`src/rtl/fg_pkg.sv`:
```
package fg_pkg;
   typedef enum logic [1:0] {
      ACC_READ  = 2'd0,
      ACC_EXEC  = 2'd1,
      ACC_PROG  = 2'd2,
      ACC_ERASE = 2'd3
   } acc_kind_e;

   typedef enum logic [1:0] {
      SEL_PE   = 2'd0,
      SEL_RE   = 2'd1,
      SEL_DBG  = 2'd2,
      SEL_STAT = 2'd3
   } cfg_sel_e;

   localparam logic [1:0] DBG_OPEN = 2'b10;
endpackage

```
`src/rtl/fg_store.sv`:
```
module fg_store
   import fg_pkg::*;
#(
   parameter int NUM_BLOCKS = 8
) (
   input  logic                  clk,
   input  logic                  nv_rst_n,
   input  logic                  por_n,
   input  logic                  cfg_we,
   input  logic [1:0]            cfg_sel,
   input  logic [NUM_BLOCKS-1:0] cfg_wdata,
   input  logic                  commit,
   output logic [NUM_BLOCKS-1:0] pe_q,
   output logic [NUM_BLOCKS-1:0] re_q,
   output logic [1:0]            dbg_q,
   output logic [1:0]            nv_dbg
);
   logic [NUM_BLOCKS-1:0] nv_pe, nv_re;

   // non-volatile cells: only the commit path and factory init write them
   always_ff @(posedge clk) begin
      if (!nv_rst_n) begin
         nv_pe  <= '1;
         nv_re  <= '1;
         nv_dbg <= DBG_OPEN;
      end else if (commit && por_n) begin
         nv_pe  <= pe_q;
         nv_re  <= re_q;
         nv_dbg <= dbg_q;
      end
   end

   // staged copy: reloaded on power-on, otherwise clear-only
   always_ff @(posedge clk) begin
      if (!por_n) begin
         pe_q  <= nv_pe;
         re_q  <= nv_re;
         dbg_q <= nv_dbg;
      end else if (cfg_we) begin
         case (cfg_sel)
            SEL_PE:  pe_q  <= pe_q & cfg_wdata;
            SEL_RE:  re_q  <= re_q & cfg_wdata;
            SEL_DBG: dbg_q <= dbg_q & cfg_wdata[1:0];
            default: ;
         endcase
      end
   end

   AST_CLEAR_ONLY: assert property (@(posedge clk) disable iff (!por_n)
      $past(por_n) |-> (((pe_q & ~$past(pe_q)) == '0) && ((re_q & ~$past(re_q)) == '0)
                        && ((dbg_q & ~$past(dbg_q)) == '0)));
   AST_NV_MONO: assert property (@(posedge clk) disable iff (!nv_rst_n)
      $past(nv_rst_n) |-> (((nv_pe & ~$past(nv_pe)) == '0) && ((nv_re & ~$past(nv_re)) == '0)));
endmodule

```
`src/rtl/fg_policy.sv`:
```
module fg_policy
   import fg_pkg::*;
#(
   parameter int NUM_BLOCKS = 8,
   parameter int DATA_W     = 32,
   localparam int BLK_W     = (NUM_BLOCKS > 1) ? $clog2(NUM_BLOCKS) : 1
) (
   input  logic                  clk,
   input  logic                  por_n,
   input  logic                  req_valid,
   input  logic [1:0]            req_kind,
   input  logic [BLK_W-1:0]      req_blk,
   input  logic [DATA_W-1:0]     rd_data_in,
   input  logic [NUM_BLOCKS-1:0] pe,
   input  logic [NUM_BLOCKS-1:0] re,
   output logic                  flash_go,
   output logic [DATA_W-1:0]     rd_data_out,
   output logic                  refuse
);
   localparam int SLOTS = 1 << BLK_W;

   // per-slot allow vectors, slots beyond NUM_BLOCKS allow nothing
   logic [SLOTS-1:0] ok_rd, ok_wr, ok_ex;
   for (genvar i = 0; i < SLOTS; i++) begin : g_slot
      if (i < NUM_BLOCKS) begin : g_real
         assign ok_rd[i] = re[i];
         assign ok_wr[i] = pe[i];
         assign ok_ex[i] = 1'b1;
      end else begin : g_none
         assign ok_rd[i] = 1'b0;
         assign ok_wr[i] = 1'b0;
         assign ok_ex[i] = 1'b0;
      end
   end

   logic allow;
   always_comb begin
      case (req_kind)
         ACC_READ:  allow = ok_rd[req_blk];
         ACC_EXEC:  allow = ok_ex[req_blk];
         default:   allow = ok_wr[req_blk];
      endcase
      flash_go    = req_valid && allow;
      refuse      = req_valid && !allow;
      rd_data_out = (req_kind == ACC_READ && !allow) ? '0 : rd_data_in;
   end

   AST_EXEC_OK: assert property (@(posedge clk) disable iff (!por_n)
      (req_valid && req_kind == ACC_EXEC && 32'(req_blk) < NUM_BLOCKS) |-> flash_go);
endmodule

```
`src/rtl/fg_debug.sv`:
```
module fg_debug
   import fg_pkg::*;
(
   input  logic       clk,
   input  logic       por_n,
   input  logic [1:0] nv_dbg,
   output logic       dap_en
);
   // sampled only while power-on reset is held
   always_ff @(posedge clk) begin
      if (!por_n) dap_en <= (nv_dbg == DBG_OPEN);
   end

   AST_DAP_HOLD: assert property (@(posedge clk) disable iff (!por_n)
      $past(por_n) |-> $stable(dap_en));
endmodule

```
`src/rtl/flash_guard.sv`:
```
module flash_guard
   import fg_pkg::*;
#(
   parameter int NUM_BLOCKS = 8,
   parameter int DATA_W     = 32,
   localparam int BLK_W     = (NUM_BLOCKS > 1) ? $clog2(NUM_BLOCKS) : 1
) (
   input  logic                  clk,
   input  logic                  nv_rst_n,
   input  logic                  por_n,
   input  logic                  req_valid,
   input  logic [1:0]            req_kind,
   input  logic [BLK_W-1:0]      req_blk,
   input  logic [DATA_W-1:0]     rd_data_in,
   output logic                  flash_go,
   output logic [DATA_W-1:0]     rd_data_out,
   input  logic                  cfg_we,
   input  logic [1:0]            cfg_sel,
   input  logic [NUM_BLOCKS-1:0] cfg_wdata,
   input  logic                  commit,
   input  logic                  irq_mask,
   output logic [NUM_BLOCKS-1:0] pe_bits,
   output logic [NUM_BLOCKS-1:0] re_bits,
   output logic [1:0]            dbg_field,
   output logic                  dap_en,
   output logic                  viol_sts,
   output logic                  irq
);
   if (NUM_BLOCKS < 2 || NUM_BLOCKS > 64) begin : g_bad_blocks
      $error("flash_guard: NUM_BLOCKS must lie in 2..64");
   end
   if (DATA_W < 1) begin : g_bad_width
      $error("flash_guard: DATA_W must be positive");
   end

   logic [1:0] nv_dbg;
   logic       refuse;

   fg_store #(.NUM_BLOCKS(NUM_BLOCKS)) u_store (
      .clk(clk), .nv_rst_n(nv_rst_n), .por_n(por_n),
      .cfg_we(cfg_we), .cfg_sel(cfg_sel), .cfg_wdata(cfg_wdata), .commit(commit),
      .pe_q(pe_bits), .re_q(re_bits), .dbg_q(dbg_field), .nv_dbg(nv_dbg)
   );

   fg_policy #(.NUM_BLOCKS(NUM_BLOCKS), .DATA_W(DATA_W)) u_policy (
      .clk(clk), .por_n(por_n),
      .req_valid(req_valid), .req_kind(req_kind), .req_blk(req_blk),
      .rd_data_in(rd_data_in), .pe(pe_bits), .re(re_bits),
      .flash_go(flash_go), .rd_data_out(rd_data_out), .refuse(refuse)
   );

   fg_debug u_debug (
      .clk(clk), .por_n(por_n), .nv_dbg(nv_dbg), .dap_en(dap_en)
   );

   // sticky violation flag, a new refusal wins over a clear
   logic stat_clr;
   assign stat_clr = cfg_we && cfg_sel == SEL_STAT && cfg_wdata[0];

   always_ff @(posedge clk) begin
      if (!por_n)        viol_sts <= 1'b0;
      else if (refuse)   viol_sts <= 1'b1;
      else if (stat_clr) viol_sts <= 1'b0;
   end

   assign irq = viol_sts && irq_mask;

   AST_VIOL_STICKY: assert property (@(posedge clk) disable iff (!por_n)
      refuse |=> viol_sts);
   AST_READ_ZERO: assert property (@(posedge clk) disable iff (!por_n)
      (req_valid && req_kind == ACC_READ && !flash_go) |-> (rd_data_out == '0));
endmodule

```
`config.mk`:
```
export PLATFORM = sky130hd
export DESIGN_NAME = flash_guard
export DESIGN_NICKNAME = d
export VERILOG_FILES = /design/src/rtl/fg_pkg.sv /design/src/rtl/fg_store.sv /design/src/rtl/fg_policy.sv /design/src/rtl/fg_debug.sv /design/src/rtl/flash_guard.sv
export SDC_FILE = /design/constraint.sdc
export NUM_CORES = 1
export LEC_CHECK = 0
export BUFFER_PORTS_ARGS = -buffer_cell sky130_fd_sc_hd__buf_2
export CAP_MARGIN = 10
export CORE_UTILIZATION = 45
export CTS_CLUSTER_DIAMETER = 80
export DETAILED_ROUTE_END_ITERATION = 10
export PLACE_DENSITY = 0.88
export SETUP_SLACK_MARGIN = 0.2
export SKIP_CTS_REPAIR_TIMING = 1
export SLEW_MARGIN = 20
export SYNTH_ARGS = -nofsm -noshare
export SYNTH_HDL_FRONTEND = slang
export SYNTH_SLANG_ARGS = --single-unit
```
`constraint.sdc`:
```
create_clock -name clk -period 4 [get_ports clk]
set_input_delay 1.2 -clock clk [delete_from_list [all_inputs] [get_ports clk]]
set_output_delay 1.2 -clock clk [all_outputs]
set_load 0.01 [all_outputs]
```
# Yosys cells after proc, flatten, opt, wreduce, memory -nomap -nowiden
# Memories as Yosys holds them, arrays and structs flattened.
# Cells that the tools add are included.
dict set report word_totals {
  register_bits 38
  latch_bits 0
  ram_bits 0
  rom_bits 8
  in_bits 54
  elab_cells 54
  memories 1
}
# memory words width read_ports rd_ports_with_merged_regs write_ports line_no
set mem_list {}
lappend mem_list {{(no name shown)} 8 1 1 0 0 fg_policy.sv:40} ;# ACC_EXEC: allow = ok_ex[req_blk];
dict set report op_classes {
  n_addsub 0
  multipliers 0
  div_mod_pow 0
  magnitude_cmp 1
  n_eq_ne 9
  shifts 0
  n_mux 18
  bitwise 3
  n_reduce_logical 14
}
# op count
set ops {}
lappend ops {{$mux W8} 6}
lappend ops {{$mux W32} 1}
lappend ops {{$and A8 B8 Y8} 2}
lappend ops {{$ne A2 B1 Y1 const B} 4}
lappend ops {{$logic_and A1 B1 Y1} 7}
lappend ops {{$bmux W1 S3} 2}
lappend ops {{$eq A2 B2 Y1 const B} 3}
lappend ops {{$mux W2} 3}
lappend ops {{$reduce_and A2 Y1} 3}
lappend ops {{$mux W1} 5}
lappend ops {{$eq A2 B1 Y1 const B} 2}
lappend ops {{$logic_not A2 Y1} 2}
lappend ops {{$lt A3 B4 Y1 const B} 1}
lappend ops {{$and A2 B2 Y2} 1}
lappend ops {{$pmux W1 S2} 1}
lappend ops {{$reduce_bool A2 Y1} 1}
lappend ops {{$logic_not A1 Y1} 1}

# Longest topological paths before layout
dict set report depth {
  word_depth 6
  mapped_depth 6
}

# Cells and area by module
# A second synthesis with hierarchy kept.
dict set report hier_totals {
  hier_cells 206
  hier_area_um2 2072.0
}
# mod n_inst cells_each area_per_inst_um2 seq_area_each_um2
set modules_own_cells {}
lappend modules_own_cells {fg_store 1 146 1554.0 900.9}
lappend modules_own_cells {fg_policy 1 51 416.6 0.0}
lappend modules_own_cells {flash_guard 1 6 53.8 20.0}
lappend modules_own_cells {fg_debug 1 3 47.5 30.0}

# Least setup slack after synthesis
# No wires, ideal clock.
dict set report synth_timing {
  kind {input to output}
  from {input port req_blk[1]}
  to {output port rd_data_out[22]}
  arrival_time_ns 2.304
  required_time_ns 2.800
  slack_ns 0.496
  cell_stages 6
  path_buffers 2
  path_cell_list {buf_6 mux2i_1 mux4_2 nand2_4 buf_6 and2_1}
}
dict set report synth_via {
  elab_chain_cells 6
  elab_cells_between_ends 10
  classes_between {7 x mux; 2 x reduce/logical; 1 x memory}
}
# element line_no
set synth_lines {}
lappend synth_lines {{start: declaration} flash_guard.sv:13} ;# input logic [BLK_W-1:0] req_blk,
lappend synth_lines {{$mem_v2 Z8 W1, or another cell as far along} n/a}
lappend synth_lines {{$mux W1, on equally long branches} {fg_policy.sv:40, fg_policy.sv:39, fg_policy.sv:41}}
lappend synth_lines {{$pmux W1 S2 *} fg_policy.sv:38} ;# case (req_kind)
lappend synth_lines {{$logic_not A1 Y1 *} fg_policy.sv:45} ;# rd_data_out = (req_kind == ACC_READ && !allow) ? '0 : rd_data_in;
lappend synth_lines {{$logic_and A1 B1 Y1 *} fg_policy.sv:45}
lappend synth_lines {{$mux W32 *} fg_policy.sv:45}
lappend synth_lines {{end: declaration} flash_guard.sv:16} ;# output logic [DATA_W-1:0] rd_data_out,
# Every way passes the cells marked *; elsewhere a longest branch is shown, timed or not. The select of a mux whose other input is x is not followed.

# Worst setup path after layout
dict set report layout_timing {
  from {input port req_blk[1]}
  to {output port flash_go}
}
dict set report layout_via {
  elab_chain_cells 4
  elab_cells_between_ends 8
  classes_between {6 x mux; 1 x reduce/logical; 1 x memory}
}
# element line_no
set layout_lines {}
lappend layout_lines {{$mem_v2 Z8 W1, or another cell as far along} n/a}
lappend layout_lines {{$mux W1, on equally long branches} {fg_policy.sv:40, fg_policy.sv:39, fg_policy.sv:41}}
lappend layout_lines {{$pmux W1 S2 *} fg_policy.sv:38}
lappend layout_lines {{$logic_and A1 B1 Y1 *} fg_policy.sv:43} ;# flash_go = req_valid && allow;
lappend layout_lines {{end: declaration} flash_guard.sv:15} ;# output logic flash_go,
# Marks and branches as above.

==> metrics <==
Setup CP Type=in -> out; Critical Path AT=2550 ps; Final Wtd Congestion=0.764; RSZ-0062 raised after global routing=true; first-pass GRT wire length=7380 µm; Die H=67.4 µm; Port Buf Inserts=107; GRT Total Usage=22.7%; # diodes=0; Slew @ Worst Pin=~650 ps; synthesized area=approximately 1900 µm²; Setup-failing EPs final=0; Syn. warnings=0; H-tree Lvls=2; Avg WL per Cell=between 10 and 15 µm; CP max stage delay=570 ps; remaining antenna violation count after routing=0; endpoints failing hold=0; clock transition at the registers of the reported paths=70 ps; #FFs+latches synth=38; Num CTS Buffers=5; r2r worst-path depth=4; max-cap violations=0; fillers=approximately 370; Syn Nets=259; post-layout min period=around 3800 ps; PD cells=357 nW/µm²; post-synthesis area per instance=9.38 µm²; total power=915 µW; clk_skew=3.29 ps; hold_ws=between 400 and 500 ps; clock sink total=38; Root Buffer=clkbuf_8; Vias=approximately 1800; cell count after synthesis=205; Die W=67.4 µm; sequential area share after synthesis=49.4%; Hold EP=u_store.nv_pe[5]$_SDFFE_PN1P_; Fmax=0.267 GHz; largest net degree at the start of global routing=45; Slew Limit Fails=0; Slew HR=56.5%; worst skew pair latency=290 ps; Max VDD drop=0.267 mV; most common cell after layout, fill and taps aside=buf_2; Final nets=362; 1st-pass router iterations=5; DR vias/cell=5.01; status=finished, final reports clean; CTS Buffer Depth=2; critical path endpoint category=primary output; core outline area=4060 µm²; drt drc=0; Area Growth Syn to Fin=33.1%; period utilization=a little over nine tenths; commonest non-fill, non-tap cells in the layout=106 x buf_2, 34 x and2_1, 21 x o21ai_0, 21 x nand2_1, 20 x inv_1; initial detailed-routing violation count=58; FP Rows=23; Pleak=approximately 1.3 nW; Reg2Reg Setup Slack=about 2500 ps; DIE AREA=roughly 4500 µm²; RR Startpoint=u_store.re_q[4]$_DFFE_PP_; crit-path cells=clkbuf_4 -> mux2i_1 -> mux4_2 -> nand2_8 -> and3_1 -> buf_2; Crit-path slowest cell=mux4_2; HP Class=reg -> reg; hold path cells=2; initial core utilization=47.4%; r2r endpoint=viol_sts$_SDFFE_PN0P_; initial antenna violation count=0; Distinct cells, synth=20; Routed WL=5200 µm; layout cell share with drive strength beyond 1=38.8%; Setup Total Neg Slack=0 ps; CP startpoint kind=primary input; beginning of the worst hold path=u_store.nv_pe[5]$_SDFFE_PN1P_; HPWL Detailed=between 3000 and 4000 µm; boundary pin count=around 110; CTS tree=done; Crit Path Max Fanout=17; Crit path required time=2800 ps; vias in the first global route=1550; total congestion overflow=0
[per-stage QoR]
stage	cells	cell area [µm²]	utilization [%]	setup slack (ps)
after CTS	358	2540	62.5	174
after detailed placement	350	2460	60.5	178
final	359	2560	63.1	249
after global placement	350	2460	60.5	244
after global routing	359	2560	63.1	188
after floorplan	205	1920	-	496
[synth_stat cells, drive strengths merged]
library cell,instances,area [µm²]
nand2,22,90.1
a21boi,1,7.51
nand3,19,95.1
mux4,2,45.0
nand2b,2,12.5
inv,20,75.1
nor2,2,7.51
dfxtp,19,380
mux2i,8,80.1
buf,6,53.8
clkbuf,9,33.8
edfxtp,19,571
and3,1,6.26
o21ai,21,105
nand4,2,12.5
and2,34,213
o211ai,18,135
[worst max path at each step]
stage / start / to / slack (ps) / cells past startpoint
finish: req_blk[1] / flash_go / 250 / 6
detailed placement: req_blk[1] / flash_go / 180 / 6
CTS: req_blk[1] / flash_go / 170 / 6
floorplan: req_blk[1] / rd_data_out[22] / 500 / 6
global placement: req_blk[1] / flash_go / 240 / 6
global route: req_blk[1] / flash_go / 190 / 6
[power breakdown]
group	internal [mW]	switching (mW)	leakage [nW]	total [mW]
Clock	0.120	0.133	0.0426	0.252
Combinational	0.0904	0.107	0.864	0.197
Sequential	0.444	0.0214	0.345	0.465
[worst max-delay path: cells and delay by family]
kind	cells	cell delay [ps]
mux	2	720
simple gates	2	310
buf+inv	2	310
[state kept, by name, indices dropped and copies added (netlist names)]
name	cells
u_store.nv_re	8
u_store.nv_dbg	2
u_store.nv_pe	8
u_store.re_q	8
u_debug.dap_en	1
u_store.pe_q	8
u_store.dbg_q	2
viol_sts	1
[routing by layer]
layer	part of all wire (%)	wire length (µm)	GRT usage, %	up-vias
li1	-	-	-	905
met5	0	0	0	-
met4	0.98	51	7.18	0
met3	7.9	409	6.76	5
met2	51	2670	41.0	91
met1	40	2070	25.4	798
[kinds of logic after synthesis]
logic type	Yosys count	share of synthesized area [%]
DFF	38	49.4
buffers and inverters	35	8.46
muxes	10	6.51
AOI/OAI and AO/OA	40	12.9
and+or+nand+nor	82	22.7
[area by class of cell]
type                       count  area [µm²]  area share (%)
clock buffer                   6        72.6            2.83
sequential                    38         951            37.1
clock inverter                 2        8.76           0.342
multi-input combinational    133         830            32.4
inverter                      20        75.1            2.93
tap                           50        62.6            2.44
timing repair buffer         110         561            21.9
No activity file was read; power rests on OpenSTA's default activity.
